## config.mk

```make
export PLATFORM = sky130hd
export DESIGN_NAME = sop_logic_array
export DESIGN_NICKNAME = d
export VERILOG_FILES = /design/src/rtl/pla_pkg.sv /design/src/rtl/cfg_chain.sv /design/src/rtl/and_plane.sv /design/src/rtl/or_plane.sv /design/src/rtl/macrocell_bank.sv /design/src/rtl/sop_logic_array.sv
export SDC_FILE = /design/constraint.sdc
export NUM_CORES = 1
export LEC_CHECK = 0
export BUFFER_PORTS_ARGS = -buffer_cell sky130_fd_sc_hd__buf_2
export CORE_MARGIN = 2
export CORE_UTILIZATION = 58
export CTS_BUF_LIST = sky130_fd_sc_hd__clkbuf_4 sky130_fd_sc_hd__clkbuf_8 sky130_fd_sc_hd__clkbuf_16
export CTS_CLUSTER_DIAMETER = 150
export CTS_CLUSTER_SIZE = 28
export DETAILED_ROUTE_END_ITERATION = 10
export PLACE_DENSITY = 0.8
export SKIP_CTS_REPAIR_TIMING = 1
export SKIP_LAST_GASP = 1
export SYNTH_ARGS = -nofsm -noshare
export SYNTH_HDL_FRONTEND = slang
export SYNTH_SLANG_ARGS = --single-unit
```

## constraint.sdc

```tcl
create_clock -name clk -period 1.2 [get_ports clk]
set_clock_uncertainty 0.05 [all_clocks]
set_input_delay 0.06 -clock clk [delete_from_list [all_inputs] [get_ports clk]]
set_output_delay 0.06 -clock clk [all_outputs]
set_load 0.005 [all_outputs]
```

## src/rtl/pla_pkg.sv

```systemverilog
package pla_pkg;

  typedef enum logic {
    PLANE_FULL     = 1'b0,
    PLANE_FIXED_OR = 1'b1
  } or_mode_e;

  // Number of AND-plane bits.
  function automatic int and_bits(input int n_in, input int n_pt);
    return n_pt * 2 * n_in;
  endfunction

  // Number of OR-plane bits.
  function automatic int or_bits(input int n_pt, input int n_out);
    return n_out * n_pt;
  endfunction

  // Chain index for a literal: term t, input i, inverted when neg is 1.
  function automatic int lit_index(input int n_in, input int t, input int i, input bit neg);
    return t * 2 * n_in + 2 * i + int'(neg);
  endfunction

endpackage

```

## src/rtl/cfg_chain.sv

```systemverilog
module cfg_chain #(
  parameter int LEN = 32
) (
  input  logic           clk,
  input  logic           rst,
  input  logic           shift_en,
  input  logic           din,
  output logic [LEN-1:0] bits
);
  // The first bit shifted in ends at index 0.
  always_ff @(posedge clk) begin
    if (rst)
      bits <= '0;
    else if (shift_en)
      bits <= {din, bits[LEN-1:1]};
  end
endmodule

```

## src/rtl/and_plane.sv

```systemverilog
module and_plane #(
  parameter int N_IN = 3,
  parameter int N_PT = 4,
  localparam int COLS = 2 * N_IN
) (
  input  logic [N_IN-1:0]      in_vec,
  input  logic [N_PT*COLS-1:0] mask,
  output logic [N_PT-1:0]      terms
);
  logic [COLS-1:0] lits;

  // Literal columns alternate: true form, then inverted form.
  for (genvar i = 0; i < N_IN; i++) begin : g_lit
    assign lits[2*i]   = in_vec[i];
    assign lits[2*i+1] = ~in_vec[i];
  end

  // A column that is not connected reads as 1, so an empty term is 1.
  for (genvar t = 0; t < N_PT; t++) begin : g_term
    assign terms[t] = &(lits | ~mask[t*COLS +: COLS]);
  end
endmodule

```

## src/rtl/or_plane.sv

```systemverilog
module or_plane #(
  parameter int N_PT = 4,
  parameter int N_OUT = 2,
  parameter pla_pkg::or_mode_e MODE = pla_pkg::PLANE_FULL,
  localparam int GRP = N_PT / N_OUT
) (
  input  logic [N_PT-1:0]       terms,
  input  logic [N_OUT*N_PT-1:0] mask,
  output logic [N_OUT-1:0]      sop
);
  if (MODE == pla_pkg::PLANE_FULL) begin : g_full
    // Every term can reach every output.
    for (genvar k = 0; k < N_OUT; k++) begin : g_out
      assign sop[k] = |(terms & mask[k*N_PT +: N_PT]);
    end
  end else begin : g_fixed
    // Each output owns one fixed group of terms; the mask is not used.
    logic mask_unused;
    assign mask_unused = ^mask;
    for (genvar k = 0; k < N_OUT; k++) begin : g_out
      assign sop[k] = |terms[k*GRP +: GRP];
    end
  end
endmodule

```

## src/rtl/macrocell_bank.sv

```systemverilog
module macrocell_bank #(
  parameter int W = 2
) (
  input  logic         clk,
  input  logic         rst,
  input  logic         hold,
  input  logic [W-1:0] d,
  output logic [W-1:0] q
);
  always_ff @(posedge clk) begin
    if (rst || hold)
      q <= '0;
    else
      q <= d;
  end
endmodule

```

## src/rtl/sop_logic_array.sv

```systemverilog
module sop_logic_array #(
  parameter int N_IN = 3,
  parameter int N_PT = 4,
  parameter int N_OUT = 2,
  parameter pla_pkg::or_mode_e MODE = pla_pkg::PLANE_FULL,
  localparam int AND_W = pla_pkg::and_bits(N_IN, N_PT),
  localparam int OR_W  = pla_pkg::or_bits(N_PT, N_OUT),
  localparam int TOT   = AND_W + OR_W
) (
  input  logic             clk,
  input  logic             rst,
  input  logic             cfg_en,
  input  logic             cfg_din,
  input  logic [N_IN-1:0]  in_vec,
  output logic [N_OUT-1:0] q_out
);
  logic [TOT-1:0]   cfg_bits;
  logic [AND_W-1:0] and_mask;
  logic [OR_W-1:0]  or_mask;
  logic [N_PT-1:0]  terms;
  logic [N_OUT-1:0] sop;

  cfg_chain #(.LEN(TOT)) u_chain (
    .clk      (clk),
    .rst      (rst),
    .shift_en (cfg_en),
    .din      (cfg_din),
    .bits     (cfg_bits)
  );

  assign and_mask = cfg_bits[AND_W-1:0];
  assign or_mask  = cfg_bits[TOT-1:AND_W];

  and_plane #(.N_IN(N_IN), .N_PT(N_PT)) u_and (
    .in_vec (in_vec),
    .mask   (and_mask),
    .terms  (terms)
  );

  or_plane #(.N_PT(N_PT), .N_OUT(N_OUT), .MODE(MODE)) u_or (
    .terms (terms),
    .mask  (or_mask),
    .sop   (sop)
  );

  macrocell_bank #(.W(N_OUT)) u_mc (
    .clk  (clk),
    .rst  (rst),
    .hold (cfg_en),
    .d    (sop),
    .q    (q_out)
  );
endmodule

```

==> impl_metrics.env <==
export IMPL_run_status="finished clean"
export IMPL_critical_path_max_fanout=3
export IMPL_synth_lib_cells_used_distinct=9
export IMPL_layout_worst_path_cycle_share_pct=84.9
export IMPL_place_gp_congestion=0.809
export IMPL_fin_util_pct=67.5
export IMPL_final_net_count=148
export IMPL_filler_cell_count_in_the_final_layout=172
export IMPL_dr_first_iter_drc_count=13
export IMPL_clk_insertion_delay_late_ns=0.33
export IMPL_numPortBuffers=8
export IMPL_global_route_overflow_total=0
export IMPL_worst_slew_margin_pct=75.6
export IMPL_vias_per_cell=5.54
export IMPL_num_io_pins=9
export IMPL_critPathBufInv=0
export IMPL_critical_path_cell_chain="mux2i_1 -> nand4_1 -> a41oi_1"
export IMPL_worst_path_max_delay_cell="sky130_fd_sc_hd__dfxtp_1"
export IMPL_drt_wl_total_um=2440
export IMPL_syn_cell_area_sq_um=1400
export IMPL_power_density_over_the_cells_nw_per_um2=1330
export IMPL_post_synth_cell_area_avg_sq_um=10.6
export IMPL_cts_root_to_sink_buffers=2
export IMPL_p_leak_nw=0.681
export IMPL_max_cap_violations=0
export IMPL_synth_fp_nets=139
export IMPL_post_drt_wl_per_cell_um=14.3
export IMPL_grt_first_pass_wirelength_um=4030
export IMPL_synth_seq_cells=34
export IMPL_arrival_ns=1.22
export IMPL_final_layout_size_suffix_gt1_share_pct=14.1
export IMPL_place_detailed_hpwl_um=1700
export IMPL_startpoint_type="register"
export IMPL_area_sequential_sq_um=681
export IMPL_timing_final_max_slew_violations=0
export IMPL_required_ns=1.41
export IMPL_min_delay_path_class="input pin to register"
export IMPL_antenna_found_initial=0
export IMPL_crit_path_setup_slack_layout_ns=0.181
export IMPL_cp_end_kind="register"
export IMPL_vdd_drop_max_v=0.00102
export IMPL_clock_root_buffer="sky130_fd_sc_hd__clkbuf_4"
export IMPL_finalSetupViolCount=0
export IMPL_antenna_violating_nets_post_route=0
export IMPL_die_width_um=53.2
export IMPL_clk_pin_slew_ns=0.10
export IMPL_grt_use_total_pct=21.0
export IMPL_setup_cp_type="register to register"
export IMPL_post_route_min_period_ns=1.02
export IMPL_grt_max_degree=22
export IMPL_cts_buffers=5
export IMPL_synth_seq_area_share_pct=48.5
export IMPL_tritoncts="yes"
export IMPL_path_delay_family="flip-flops"
export IMPL_dr_pass1_iters=4
export IMPL_placeableCoreArea_sq_um=2250
export IMPL_multi_input_area_sq_um=634
export IMPL_crit_path_max_incr_delay_ns=0.33
export IMPL_final_setup_tns_ns=0
export IMPL_post_layout_total_power_mw=2.02
export IMPL_worst_r2r_setup_slack_ns=0.18
export IMPL_dpl_instance_area_sq_um=1430
export IMPL_setup_repair_after_global_routing_missed_its_margin="no"
export IMPL_die_height_um=53.2
export IMPL_core_rowCount=17
export IMPL_postSynthCellCount=132
export IMPL_n_antenna_cell=0
export IMPL_fp_dieArea_sq_um=2830
export IMPL_drc=0
export IMPL_area_share_of_the_largest_cell_type_after_synthesis_pct=48.5
export IMPL_areaGrowthSynthToFinish_pct=8.47
export IMPL_stdcell_area_sq_um=1520
export IMPL_yosys_top_cells_area="sky130_fd_sc_hd__dfxtp_1 (49%), sky130_fd_sc_hd__mux2i_1 (31%), sky130_fd_sc_hd__nor2_1 (8.6%)"
export IMPL_tightestPinTransition_ns=0.366
export IMPL_hold_violations=0
export IMPL_cts_sinks=34
export IMPL_start_util_pct=62.2
export IMPL_vias=942
export IMPL_clock_tree_htree_level_count=2
export IMPL_max_freq_mhz=981
export IMPL_grt_pass1_vias=892
export IMPL_dominant_cell_type_by_area_after_synthesis="sky130_fd_sc_hd__dfxtp_1"
export IMPL_detailedPlace_worstSlack_ns=0.180
export IMPL_yosys_warning_count=0
## metal layers
metal  vias up  routed length [um]  track usage, %
li1        472                   -               -
met1       446                1150            25.2
met2        22                1140            31.7
met3         2                 121            8.47
met4         0                  25            11.5
met5         -                   0               0
## final timing paths
kind                     from                to  cells after the start
min                       rst  u_chain.bits[10]                      2
max          u_chain.bits[13]         u_mc.q[1]                      3
max reg2reg  u_chain.bits[13]         u_mc.q[1]                      3
min reg2reg   u_chain.bits[0]   u_chain.bits[0]                      2
## synth_stat cells
library cell	number
sky130_fd_sc_hd__buf_2	1
sky130_fd_sc_hd__or2_1	1
sky130_fd_sc_hd__dfxtp_1	34
sky130_fd_sc_hd__clkbuf_1	4
sky130_fd_sc_hd__nand4_1	8
sky130_fd_sc_hd__nor2_1	32
sky130_fd_sc_hd__a41oi_1	2
sky130_fd_sc_hd__mux2i_1	44
sky130_fd_sc_hd__buf_6	6
## flip-flops by register name, indices dropped and copies added (netlist names)
name and cells:
u_chain.bits 32, u_mc.q 2
## worst reg2reg max path: stages (launching register included)
cell	delay, ns
sky130_fd_sc_hd__dfxtp_1	0.33
sky130_fd_sc_hd__mux2i_1	0.21
sky130_fd_sc_hd__nand4_1	0.13
sky130_fd_sc_hd__a41oi_1	0.22
## area by class of cell
type	instances	share of cell area, %
Multi-Input combinational cell	87	41.7
Timing Repair Buffer	13	6.09
Sequential cell	34	44.7
Clock buffer	8	5.18
Tap cell	28	2.30
## layout by cell type, fill, tap and decap left out, drive strengths merged
| cell | netlist | final |
|---|---|---|
| mux2i | 44 | 44 |
| dfxtp | 34 | 34 |
| nor2 | 32 | 32 |
| buf | 7 | 12 |
| nand4 | 8 | 8 |
| clkbuf | 4 | 8 |
| a41oi | 2 | 2 |
| or2 | 1 | 1 |
| dlygate4sd3 | 0 | 1 |
## power breakdown
part / leakage [nW] / internal [mW] / switching, mW
registers: 0.274 / 1.13 / 0.00363
logic: 0.362 / 0.0545 / 0.0641
clock network: 0.0446 / 0.400 / 0.363
total: 0.681 / 1.59 / 0.430
## stage by stage
| stage | hold WS (ns) | instances |
|---|---|---|
| floorplan | 0.157 | 132 |
| global placement | 0.240 | 161 |
| detailed placement | 0.257 | 161 |
| CTS | -0.0995 | 169 |
| global route | 0.0533 | 170 |
| finish | 0.0623 | 170 |
## kinds of logic (layout without fill, tap and decap cells)
| logic type | Yosys count | count (layout) | synth area share, % |
|---|---|---|---|
| AO/OA/AOI/OAI | 2 | 2 | 1.25 |
| buffers and inverters | 11 | 21 | 6.24 |
| AND/OR/NAND/NOR | 41 | 41 | 12.6 |
| multiplexers | 44 | 44 | 31.4 |
| flip-flops | 34 | 34 | 48.5 |
Note: power is estimated with default switching activity, not from simulation.
